### src/rtl/fpw_pkg.sv
package fpw_pkg;
   typedef enum logic [1:0] {
      CLS_NORMAL  = 2'd0,
      CLS_DENORM  = 2'd1,
      CLS_SPECIAL = 2'd2
   } cls_e;
endpackage

### src/rtl/fpw_classify.sv
module fpw_classify #(
   parameter int SP_EXP_W  = 8,
   parameter int SP_FRAC_W = 23
) (
   input  logic [SP_EXP_W+SP_FRAC_W:0] word,
   output fpw_pkg::cls_e               cls
);
   logic [SP_EXP_W-1:0]  exp_f;
   logic [SP_FRAC_W-1:0] frac_f;

   assign exp_f  = word[SP_EXP_W+SP_FRAC_W-1 -: SP_EXP_W];
   assign frac_f = word[SP_FRAC_W-1:0];

   always_comb begin
      if ((&exp_f) || (word[SP_EXP_W+SP_FRAC_W-1:0] == '0))
         cls = fpw_pkg::CLS_SPECIAL;
      else if (exp_f == '0)
         cls = fpw_pkg::CLS_DENORM;
      else
         cls = fpw_pkg::CLS_NORMAL;
   end
endmodule

### src/rtl/fpw_lzc.sv
module fpw_lzc #(
   parameter int W     = 23,
   parameter int STYLE = 0,
   parameter int CW    = $clog2(W + 1)
) (
   input  logic [W-1:0]  vec,
   output logic [CW-1:0] cnt
);
   generate
      if (STYLE == 0) begin : g_scan
         // linear priority scan: the highest set bit is written last and wins
         always_comb begin
            cnt = CW'(W);
            for (int i = 0; i < W; i++)
               if (vec[i]) cnt = CW'(W - 1 - i);
         end
      end else begin : g_tree
         localparam int LG = (W > 1) ? $clog2(W) : 1;
         localparam int P  = 1 << LG;
         logic [P-1:0]  padded;
         logic [P-1:0]  cur;
         logic [LG-1:0] acc;
         if (P > W) begin : g_pad
            assign padded = {vec, {(P-W){1'b0}}};
         end else begin : g_nopad
            assign padded = vec;
         end
         // binary search: halve the window each stage, shift away zero halves
         always_comb begin
            cur = padded;
            acc = '0;
            for (int s = LG - 1; s >= 0; s--) begin
               if ((cur >> (P - (1 << s))) == '0) begin
                  acc[s] = 1'b1;
                  cur    = cur << (1 << s);
               end
            end
            cnt = CW'(acc);
         end
      end
   endgenerate
endmodule

### src/rtl/fpw_denorm.sv
module fpw_denorm #(
   parameter int SP_EXP_W   = 8,
   parameter int SP_FRAC_W  = 23,
   parameter int DP_EXP_W   = 11,
   parameter int DP_FRAC_W  = 52,
   parameter int NORM_STYLE = 0
) (
   input  logic [SP_FRAC_W-1:0] frac_i,
   output logic [DP_EXP_W-1:0]  exp_o,
   output logic [DP_FRAC_W-1:0] frac_o
);
   localparam int CW      = $clog2(SP_FRAC_W + 1);
   localparam int SP_BIAS = (1 << (SP_EXP_W - 1)) - 1;
   localparam int DP_BIAS = (1 << (DP_EXP_W - 1)) - 1;
   localparam int BASE    = DP_BIAS - SP_BIAS;
   localparam int PAD     = DP_FRAC_W - SP_FRAC_W;

   logic [CW-1:0]        lz;
   logic [SP_FRAC_W-1:0] aligned;

   fpw_lzc #(.W(SP_FRAC_W), .STYLE(NORM_STYLE), .CW(CW)) u_lzc (
      .vec (frac_i),
      .cnt (lz)
   );

   // after this shift the leading 1 sits in the MSB; it becomes the hidden bit
   assign aligned = frac_i << lz;
   assign frac_o  = {aligned[SP_FRAC_W-2:0], {(PAD+1){1'b0}}};
   assign exp_o   = DP_EXP_W'(BASE) - DP_EXP_W'(lz);
endmodule

### src/rtl/fp_widen_s2d.sv
module fp_widen_s2d #(
   parameter int SP_EXP_W   = 8,
   parameter int SP_FRAC_W  = 23,
   parameter int DP_EXP_W   = 11,
   parameter int DP_FRAC_W  = 52,
   parameter int NORM_STYLE = 0
) (
   input  logic                         clk,
   input  logic                         rst,
   input  logic                         in_vld,
   input  logic [SP_EXP_W+SP_FRAC_W:0]  in_word,
   output logic                         out_vld,
   output logic [DP_EXP_W+DP_FRAC_W:0]  out_word
);
   localparam int SP_W = 1 + SP_EXP_W + SP_FRAC_W;
   localparam int DP_W = 1 + DP_EXP_W + DP_FRAC_W;
   localparam int FILL = DP_EXP_W - SP_EXP_W;
   localparam int PAD  = DP_FRAC_W - SP_FRAC_W;

   generate
      if (FILL < 1 || PAD < 0) begin : g_bad_fmt
         $error("fp_widen_s2d: destination format must be wider than source");
      end
      if (NORM_STYLE < 0 || NORM_STYLE > 1) begin : g_bad_style
         $error("fp_widen_s2d: NORM_STYLE must be 0 or 1");
      end
      if (SP_EXP_W < 2 || SP_FRAC_W < 2) begin : g_bad_src
         $error("fp_widen_s2d: source fields too narrow");
      end
   endgenerate

   fpw_pkg::cls_e        cls;
   logic                 fill_bit;
   logic [DP_W-1:0]      direct_img;
   logic [DP_W-1:0]      denorm_img;
   logic [DP_W-1:0]      next_img;
   logic [DP_EXP_W-1:0]  dn_exp;
   logic [DP_FRAC_W-1:0] dn_frac;

   fpw_classify #(.SP_EXP_W(SP_EXP_W), .SP_FRAC_W(SP_FRAC_W)) u_cls (
      .word (in_word),
      .cls  (cls)
   );

   fpw_denorm #(
      .SP_EXP_W   (SP_EXP_W),
      .SP_FRAC_W  (SP_FRAC_W),
      .DP_EXP_W   (DP_EXP_W),
      .DP_FRAC_W  (DP_FRAC_W),
      .NORM_STYLE (NORM_STYLE)
   ) u_dn (
      .frac_i (in_word[SP_FRAC_W-1:0]),
      .exp_o  (dn_exp),
      .frac_o (dn_frac)
   );

   // exponent widening by replication: specials copy the top bit, normals invert it
   assign fill_bit   = (cls == fpw_pkg::CLS_SPECIAL) ? in_word[SP_W-2] : ~in_word[SP_W-2];
   assign direct_img = {in_word[SP_W-1], in_word[SP_W-2], {FILL{fill_bit}},
                        in_word[SP_W-3:0], {PAD{1'b0}}};
   assign denorm_img = {in_word[SP_W-1], dn_exp, dn_frac};
   assign next_img   = (cls == fpw_pkg::CLS_DENORM) ? denorm_img : direct_img;

   always_ff @(posedge clk) begin
      if (rst) begin
         out_vld  <= 1'b0;
         out_word <= '0;
      end else begin
         out_vld <= in_vld;
         if (in_vld) out_word <= next_img;
      end
   end
endmodule

### config.mk
export PLATFORM = sky130hd
export DESIGN_NAME = fp_widen_s2d
export DESIGN_NICKNAME = d
export VERILOG_FILES = /design/src/rtl/fpw_pkg.sv /design/src/rtl/fpw_classify.sv /design/src/rtl/fpw_lzc.sv /design/src/rtl/fpw_denorm.sv /design/src/rtl/fp_widen_s2d.sv
export SDC_FILE = /design/constraint.sdc
export NUM_CORES = 1
export LEC_CHECK = 0
export BUFFER_PORTS_ARGS = -buffer_cell sky130_fd_sc_hd__buf_2
export CAP_MARGIN = 20
export CORE_MARGIN = 1.5
export CORE_UTILIZATION = 23
export CTS_CLUSTER_SIZE = 25
export DETAILED_ROUTE_END_ITERATION = 16
export PLACE_DENSITY = 0.53
export SLEW_MARGIN = 10
export SYNTH_ARGS = -nofsm -noshare
export SYNTH_HDL_FRONTEND = slang
export SYNTH_HIERARCHICAL = 1
export SYNTH_SLANG_ARGS = --single-unit
### constraint.sdc
create_clock -name clk -period 2.3 [get_ports clk]
set_clock_uncertainty 0.1 [all_clocks]
set_input_delay 0.115 -clock clk [delete_from_list [all_inputs] [get_ports clk]]
set_output_delay 0.115 -clock clk [all_outputs]
set_load 0.01 [all_outputs]
==> flow_metrics.tcl, run 1 <==
set metrics [dict create \
    yosys.area.top_type "dfxtp_1" \
    rsz0062_at_grt "yes" \
    dieHeight_um 143 \
    netlist_area_sq_mm 0.00451 \
    drtIter0Drc 274 \
    drive_gt1_share_pct 41.2 \
    whs_path_depth 4 \
    grt_remaining_overflow 0 \
    dp_hpwl_mm 11.2 \
    io_buffers 99 \
    min_to "out_word[53]" \
    comb_power_share_pct 24.1 \
    clock-sinks 65 \
    cts.path.max_buffers 2 \
    critical_path_class "in2reg" \
    synth_area_leaders "dfxtp_1, nand2_1, buf_4" \
    clock_latency_ps 330 \
    diodes 0 \
    period_needed_ps 2460 \
    finalHoldViolations 0 \
    setup_tns_ps -864 \
    clock_power_share_pct 43.3 \
    endpoint_kind "flip-flop" \
    maxSlewViolCount 0 \
    ir_drop_uv 234 \
    power.switching_uw 993 \
    rr_startpoint "out_word[36]" \
    p_int_uw 2670 \
    worst_pin_slew_ps 979 \
    fin_nets 776 \
    swShare_pct 27.1 \
    drv_cap 0 \
    netlist.area_leader.share_pct 28.8 \
    drc_errors 0 \
    p_seq_share_pct 32.6 \
    drt_first_pass_iters 8 \
    power_uw 3660 \
    drt-vias-per-instance 4.65 \
    synth.ff_latch_count 65 \
    dieWidth_um 143 \
    grt_pass1_wl_mm 23.5 \
    clk_pin_slew_ps 50 \
    setup_violations 11 \
    seq_area_frac_synth_pct 28.8 \
    worstPathArrival_ps 2550 \
    reg2regPathDepth 2 \
    routedWlPerCell_um 15.4 \
    start_util_pct 23.3 \
    final_common_cell "buf_4" \
    status "complete, but fails checks" \
    wl_mm 15.6 \
    syn_inst 559 \
    p_leak_uw 0.00278 \
    die_area_sq_mm 0.0205 \
    crit_required_ps 2390 \
    cts_tree "built" \
    gp_congestion 0.867 \
    via_count 4696 \
    slew_headroom_pct 34.5 \
    violations "setup timing" \
    min_path_type "in2reg" \
    track_usage_pct 14.8 \
    fill_cells 2044 \
    htree_levels 3 \
    hp-start "in_word[24]" \
    syn2layout_area_growth_pct 48.3 \
    cts_made_buffers 9 \
    yosys_warnings 6 \
    timing.fmax_mhz 407 \
    grt_max_degree 74 \
    avgSynthCellArea_sq_um 8.07 \
    mostFrequentLayoutCells "buf_4, buf_2, nand2_1, dfxtp_1, nor2_1" \
    synth-edff-count 0 \
    final_antenna_net_count 0 \
    path_max_fanout 6 \
    core.rowCount 51 \
    yosysUniqueCellTypes 60 \
    finalWorstSetupSlack_ps -159 \
    io_pins 100 \
    grt_pass1_vias 4346 \
    synthFlopType "dfxtp_1" \
    core_area_sq_mm 0.0193 \
    reg2reg_to "out_word[36]" \
    cts_root_buf "clkbuf_16" \
    power_density_mw_per_mm2 547 \
    async_flop_share_pct 0 \
    rrSetupSlack_ps 1460 \
    fin_crit_sh_pct 107 \
    startpoint_type "input pin" \
    antenna_found_initial 0 \
]
-- critical path: stages --
cell	delay, ps
buf_6	90
or4_4	560
a31oi_4	160
o41a_4	220
buf_6	140
mux4_2	530
buf_6	140
mux2i_4	200
mux2_4	190
o22ai_2	50
nand2_1	60
a311oi_1	80
-- per-layer routing --
layer | up-vias | track usage [%] | part of all wire [%]
met1 | 2205 | 20.3 | 48
met4 | 0 | 5.26 | 2.2
met2 | 157 | 23.1 | 45
li1 | 2308 | - | -
met5 | - | 0 | 0
met3 | 26 | 2.82 | 5.3
-- synthesized netlist by cell type, drive strengths merged (7+ instances only) --
library cell,n
nand2b,37
inv,8
a21oi,32
nor4,11
mux2i,21
a211oi,11
o21ai,7
nand2,79
clkbuf,16
nor2,63
mux4,14
a311oi,31
dfxtp,65
nor2b,9
nand3,34
buf,62
mux2,7
-- per-stage QoR --
stage,instance area (sq um),std cells,hold WS [ps],setup WS (ps),util (%)
2_1_floorplan,4650,590,162,-153,-
3_3_place_gp,5730,973,255,-881,29.6
3_5_place_dp,5730,973,262,-836,29.6
4_1_cts,6360,1000,67.6,-153,32.9
5_1_grt,6690,1010,95.4,-218,34.6
6_report,6690,1010,76.8,-159,34.6
-- kinds of logic after synthesis --
family	Yosys count	share of synthesized area, %
compound gates	108	17.0
flops	65	28.8
buf+inv	86	12.5
mux	42	13.8
xor+xnor	3	0.582
other cells	2	0.166
simple gates	252	26.8
fa+ha+maj	1	0.277
-- how the worst max path moves through the flow --
stage | depth (start not counted) | slack, ps | start | endpoint
6_report | 12 | -160 | in_word[14] | out_word[48]
5_1_grt | 13 | -220 | in_word[1] | out_word[50]
4_1_cts | 13 | -150 | in_word[1] | out_word[50]
3_5_place_dp | 13 | -840 | in_word[17] | out_word[44]
3_3_place_gp | 13 | -880 | in_word[17] | out_word[44]
2_1_floorplan | 11 | -150 | in_word[17] | out_word[43]
-- registers in the layout, indices dropped and copies added, names as in the netlist --
register,flops
out_word,64
out_vld,1
-- power groups by stage --
| stage | clock network (uW) | registers (uW) | logic [uW] |
|---|---|---|---|
| finish | 1580 | 1190 | 884 |
| global route | 1680 | 1200 | 951 |
| CTS | 1630 | 1190 | 801 |
| detailed placement | 0 | 1220 | 731 |
| global placement | 0 | 1220 | 732 |
| floorplan | 0 | 1240 | 407 |
-- repair_timing --
item / 4_1_cts / 5_1_grt
resized for setup: 43 / 52
pin swaps: 24 / 20
setup buffers: 3 / 8
gates cloned: 0 / 2
hold buffers: 8 / 0
setup endpoints to repair: 27 / 29
endpoints found under the hold margin: 8 / 0
-- final cells by class --
| cell class | count | area, sq um | share of cell area [%] |
|---|---|---|---|
| sequential | 65 | 1300 | 19.5 |
| timing repair buffer | 216 | 1530 | 22.9 |
| multi-input combinational | 440 | 3150 | 47.1 |
| clock inverter | 6 | 114 | 1.70 |
| tap | 265 | 332 | 4.96 |
| clock buffer | 10 | 229 | 3.42 |
| inverter | 8 | 36.3 | 0.542 |
Power figures use the tool's default switching activity.
==> inputs of run 2 (changes only) <==
--- a/config.mk
+++ b/config.mk
@@ -11,7 +11,7 @@
 export CORE_UTILIZATION = 23
 export CTS_CLUSTER_SIZE = 25
 export DETAILED_ROUTE_END_ITERATION = 16
-export PLACE_DENSITY = 0.53
+export PLACE_DENSITY = 0.51
 export SLEW_MARGIN = 10
 export SYNTH_ARGS = -nofsm -noshare
 export SYNTH_HDL_FRONTEND = slang
==> constraint.sdc (replaced) <==
create_clock -name clk -period 3.15 [get_ports clk]
set_clock_uncertainty 0.1 [all_clocks]
set_input_delay 0.1575 -clock clk [delete_from_list [all_inputs] [get_ports clk]]
set_output_delay 0.1575 -clock clk [all_outputs]
set_load 0.01 [all_outputs]
==> run 2 against run 1 <==
The flow now finishes without violations. Power down 36%. Worst setup slack better by 550 ps. First-iteration DRC count up 15%. Routed wire length down 8.6%. Utilization down 6.0 points. Combinational power down 47%. Largest cell class unchanged.
==> flow_metrics.tcl, run 2 (same netlist as run 1, synthesis figures left out) <==
set metrics [dict create \
    status "finished, final reports clean" \
    slew_headroom_pct 30.0 \
    crit_required_ps 3290 \
    power.switching_uw 650 \
    power_density_mw_per_mm2 424 \
    drt-vias-per-instance 4.65 \
    cts.path.max_buffers 2 \
    ir_drop_uv 155 \
    drc_errors 0 \
    drive_gt1_share_pct 25.5 \
    layout.cells.non_filler 926 \
    swShare_pct 27.8 \
    largest_reg_flops 64 \
    clock_latency_ps 330 \
    htree_levels 3 \
    period_needed_ps 2760 \
    comb_power_share_pct 19.9 \
    via_count 4302 \
    fin_nets 691 \
    dieWidth_um 143 \
    dieHeight_um 143 \
    cts_made_buffers 9 \
    fill_cells 2134 \
    clk_pin_slew_ps 50 \
    gp_congestion 0.823 \
    mostFrequentLayoutCells "buf_2, nand2_1, dfxtp_1, nor2_1, nand2b_1" \
    io_pins 100 \
    post_cts_buffers 0 \
    syn2layout_area_growth_pct 22.5 \
    setup_violations 0 \
    path_max_fanout 12 \
    min_path_type "in2reg" \
    reg2regPathDepth 2 \
    p_int_uw 1690 \
    die_area_sq_mm 0.0205 \
    clock_power_share_pct 42.9 \
    drt_first_pass_iters 5 \
    io_buffers 99 \
    routedWlPerCell_um 15.4 \
    cts_root_buf "clkbuf_16" \
    final_common_cell "buf_2" \
    timing.fmax_mhz 363 \
    drtIter0Drc 316 \
    maxSlewViolCount 0 \
    grt_pass1_vias 3975 \
    worst_pin_slew_ps 1050 \
    largestRegisters "out_word x64, out_vld x1" \
    largest_register "out_word" \
    dp_hpwl_mm 10.3 \
    startpoint_type "input pin" \
    p_leak_uw 0.00225 \
    grt_remaining_overflow 0 \
    crit_start "in_word[4]" \
    rsz0062_at_grt "no" \
    drv_cap 0 \
    reg2reg_to "out_word[37]" \
    rr_startpoint "out_word[37]" \
    fin_crit_sh_pct 87.5 \
    clock-sinks 65 \
    final_antenna_net_count 0 \
    critical_path_class "in2reg" \
    hp-start "in_word[23]" \
    start_util_pct 23.3 \
    cts_tree "built" \
    core_area_sq_mm 0.0193 \
    endpoint_kind "flip-flop" \
    utilization_pct 28.6 \
    grt_pass1_wl_mm 22.3 \
    antenna_found_initial 0 \
    core.rowCount 51 \
    cts_hold_buffers 3 \
    finalHoldViolations 0 \
    grt_max_degree 58 \
    worstPathArrival_ps 2900 \
    p_seq_share_pct 37.2 \
    rrSetupSlack_ps 2310 \
    cts_resized 0 \
    wl_mm 14.3 \
    track_usage_pct 14.0 \
    setup_tns_ps 0 \
    dp_cells 906 \
    crit_path_end "out_word[46]" \
]
run 2: worst min path at each step:
stage / endpoint / slack, ps / cells after the start
after global routing: out_word[53] / 5 / 3
after global placement: out_word[63] / 300 / 3
after floorplan: out_word[63] / 200 / 2
final: out_word[52] / 20 / 3
after CTS: out_word[57] / 0.8 / 3
after detailed placement: out_word[63] / 310 / 3
run 2: power groups by stage:
stage | combinational (uW) | clock (uW) | sequential, uW
floorplan | 294 | 0 | 903
global placement | 463 | 0 | 889
detailed placement | 461 | 0 | 889
CTS | 465 | 1050 | 871
global route | 507 | 1080 | 875
finish | 465 | 1000 | 871
run 2: worst max-delay path, cell delays in order:
cell       delay [ps]
buf_2             180
nor2_1             60
a2111oi_0         470
buf_4             190
o221ai_1          130
o311a_1           240
buf_4             230
and2_1            180
a222oi_1          400
a22oi_1           150
o21ai_1           140
nand2_1            70
a311oi_1          280
run 2: through the flow:
| stage | hold slack [ps] | instance area (sq um) | worst slack, ps | power, uW |
|---|---|---|---|---|
| floorplan | 205 | 4630 | 654 | 1200 |
| global placement | 297 | 5200 | 73.3 | 1350 |
| detailed placement | 307 | 5200 | 87.2 | 1350 |
| CTS | 0.820 | 5520 | 408 | 2390 |
| global route | 5.37 | 5520 | 117 | 2470 |
| finish | 15.9 | 5530 | 395 | 2340 |
run 2: layout make-up:
type / count / area [sq um] / area share, %
sequential: 65 / 1300 / 23.5
multi-input combinational: 439 / 2770 / 50.2
clock buffer: 12 / 246 / 4.46
clock inverter: 4 / 51.3 / 0.928
tap: 265 / 332 / 6.00
antenna: 1 / 2.50 / 0.0453
inverter: 8 / 30.0 / 0.543
timing repair buffer: 132 / 791 / 14.3
run 2: layer usage:
layer	track usage, %	vias up	share of wire [%]
li1	-	2132	-
met1	19.9	1989	48
met2	21.2	156	44
met3	2.72	25	5.9
met4	4.45	0	1.7
met5	0	-	0
==> inputs of run 3 (changes only) <==
--- a/config.mk
+++ b/config.mk
@@ -12,6 +12,7 @@
 export CTS_CLUSTER_SIZE = 25
 export DETAILED_ROUTE_END_ITERATION = 16
 export PLACE_DENSITY = 0.51
+export REMOVE_ABC_BUFFERS = 1
 export SLEW_MARGIN = 10
 export SYNTH_ARGS = -nofsm -noshare
 export SYNTH_HDL_FRONTEND = slang
==> run 3 against run 2 <==
Hold slack got worse by 3.3 ps. Sequential cell count did not move. Clock power is 4% lower. Non-clock buffer count grew 19. Via count up 1.7%. Worst setup slack better by 30 ps. Power down 1.4%. Die area did not move. Largest cell class unchanged. Largest power group unchanged. Highest routed layer unchanged.
==> flow_metrics.tcl, run 3 (same netlist as run 1, synthesis figures left out) <==
set metrics [dict create \
    drt-vias-per-instance 4.63 \
    min_path_type "in2reg" \
    worst_pin_slew_ps 730 \
    syn2layout_area_growth_pct 25.3 \
    timing.fmax_mhz 367 \
    largest_register "out_word" \
    grt_max_degree 67 \
    grt_pass1_wl_mm 23.2 \
    clock_latency_ps 340 \
    critical_path_class "in2reg" \
    drt_first_pass_iters 5 \
    fin_crit_sh_pct 86.5 \
    clk_pin_slew_ps 60 \
    grt_pass1_vias 4091 \
    cts_tree "built" \
    largest_reg_flops 64 \
    io_pins 100 \
    status "finished, final reports clean" \
    startpoint_type "input pin" \
    cts.path.max_buffers 2 \
    worstPathArrival_ps 2800 \
    dieHeight_um 143 \
    wl_mm 14.6 \
    largestRegisters "out_word x64, out_vld x1" \
    slew_headroom_pct 51.3 \
    final_antenna_net_count 0 \
    p_leak_uw 0.00232 \
    finalHoldViolations 0 \
    diodes 0 \
    antenna_found_initial 0 \
    endpoint_kind "flip-flop" \
    drive_gt1_share_pct 27.4 \
    path_max_fanout 33 \
    gp_congestion 0.933 \
    power_density_mw_per_mm2 408 \
    rsz0062_at_grt "no" \
    cts_resized 0 \
    clock-sinks 65 \
    cts_made_buffers 9 \
    routedWlPerCell_um 15.4 \
    dieWidth_um 143 \
    seq_area_sq_mm 0.00130 \
    drv_cap 0 \
    post_cts_buffers 0 \
    setup_violations 0 \
    drtIter0Drc 393 \
    crit_required_ps 3230 \
    dp_cells 923 \
    fill_cells 2148 \
    grt_remaining_overflow 0 \
    fin_nets 710 \
    die_area_sq_mm 0.0205 \
    io_buffers 99 \
    track_usage_pct 14.8 \
    ir_drop_uv 253 \
    core_area_sq_mm 0.0193 \
    start_util_pct 23.3 \
    final_area_sq_mm 0.00566 \
    setup_tns_ps 0 \
    drc_errors 0 \
    maxSlewViolCount 0 \
    core.rowCount 51 \
    layout.cells.non_filler 944 \
    mostFrequentLayoutCells "buf_2, nand2_1, dfxtp_1, nor2_1, buf_4" \
    period_needed_ps 2730 \
    placed_area_sq_mm 0.00532 \
    final_common_cell "buf_2" \
    via_count 4375 \
    multiInputGateArea_sq_mm 0.00277 \
    dp_hpwl_mm 10.4 \
    cts_root_buf "clkbuf_16" \
    htree_levels 3 \
]
run 3: changes by cell type in the layout (fill, tap and decap cells not counted), moves of 2 or more:
cell / previous run / this run
buf_4: 28 / 45
clkbuf_1: 2 / 0
clkinvlp_4: 1 / 4
dlygate4sd3_1: 3 / 5
run 3: worst max-delay path: stages:
cell and delay [ps]:
buf_2 170, or4_1 560, a31oi_1 170, o41a_1 200, buf_12 240, mux4_1 610
mux2_2 300, a2bb2oi_1 160, o21ai_1 80, nand2_1 60, a311oi_1 80
run 3: power breakdown:
group | internal [uW] | leakage [uW] | switching, uW | total, uW
Sequential | 855 | 0.000533 | 15.5 | 870
Clock | 554 | 0.000127 | 407 | 960
Combinational | 212 | 0.00166 | 266 | 479
run 3: metrics by stage:
stage / util, % / total power (uW) / hold WS [ps] / setup slack (ps)
6_report: 29.3 / 2310 / 12.5 / 424
5_1_grt: 29.3 / 2440 / 16.8 / 138
4_1_cts: 29.3 / 2350 / 1.46 / 338
3_5_place_dp: 27.5 / 1360 / 304 / -0.144
3_3_place_gp: 27.5 / 1360 / 297 / -0.703
2_1_floorplan: - / 1130 / 127 / -356
run 3: area by class of cell:
class | instances | area share [%]
repair buffers | 151 | 16.6
flip-flops and latches | 65 | 23.0
clock buffers | 10 | 4.23
multi-input cells | 439 | 49.0
inverters | 8 | 0.531
clock inverters | 6 | 0.774
well taps | 265 | 5.86
run 3: path summary, 6_finish.rpt:
check                                   from           end  slack (ps)  cells after the start
worst max-delay path             in_word[17]  out_word[49]         420                     11
worst max register to register  out_word[48]  out_word[48]        2280                      2
worst min-delay path             in_word[26]  out_word[55]          10                      3
worst min register to register  out_word[24]  out_word[24]         360                      2
run 3: what timing repair did:
action,in CTS,in global routing
endpoints found under the hold margin,5,0
hold buffers,5,0
setup endpoints to repair,0,0
run 3: routing by layer:
metal	track usage (%)	share of wire [%]
met3	2.65	4.9
met5	0	0
met2	22.4	45
met4	6.89	2.3
met1	20.3	48
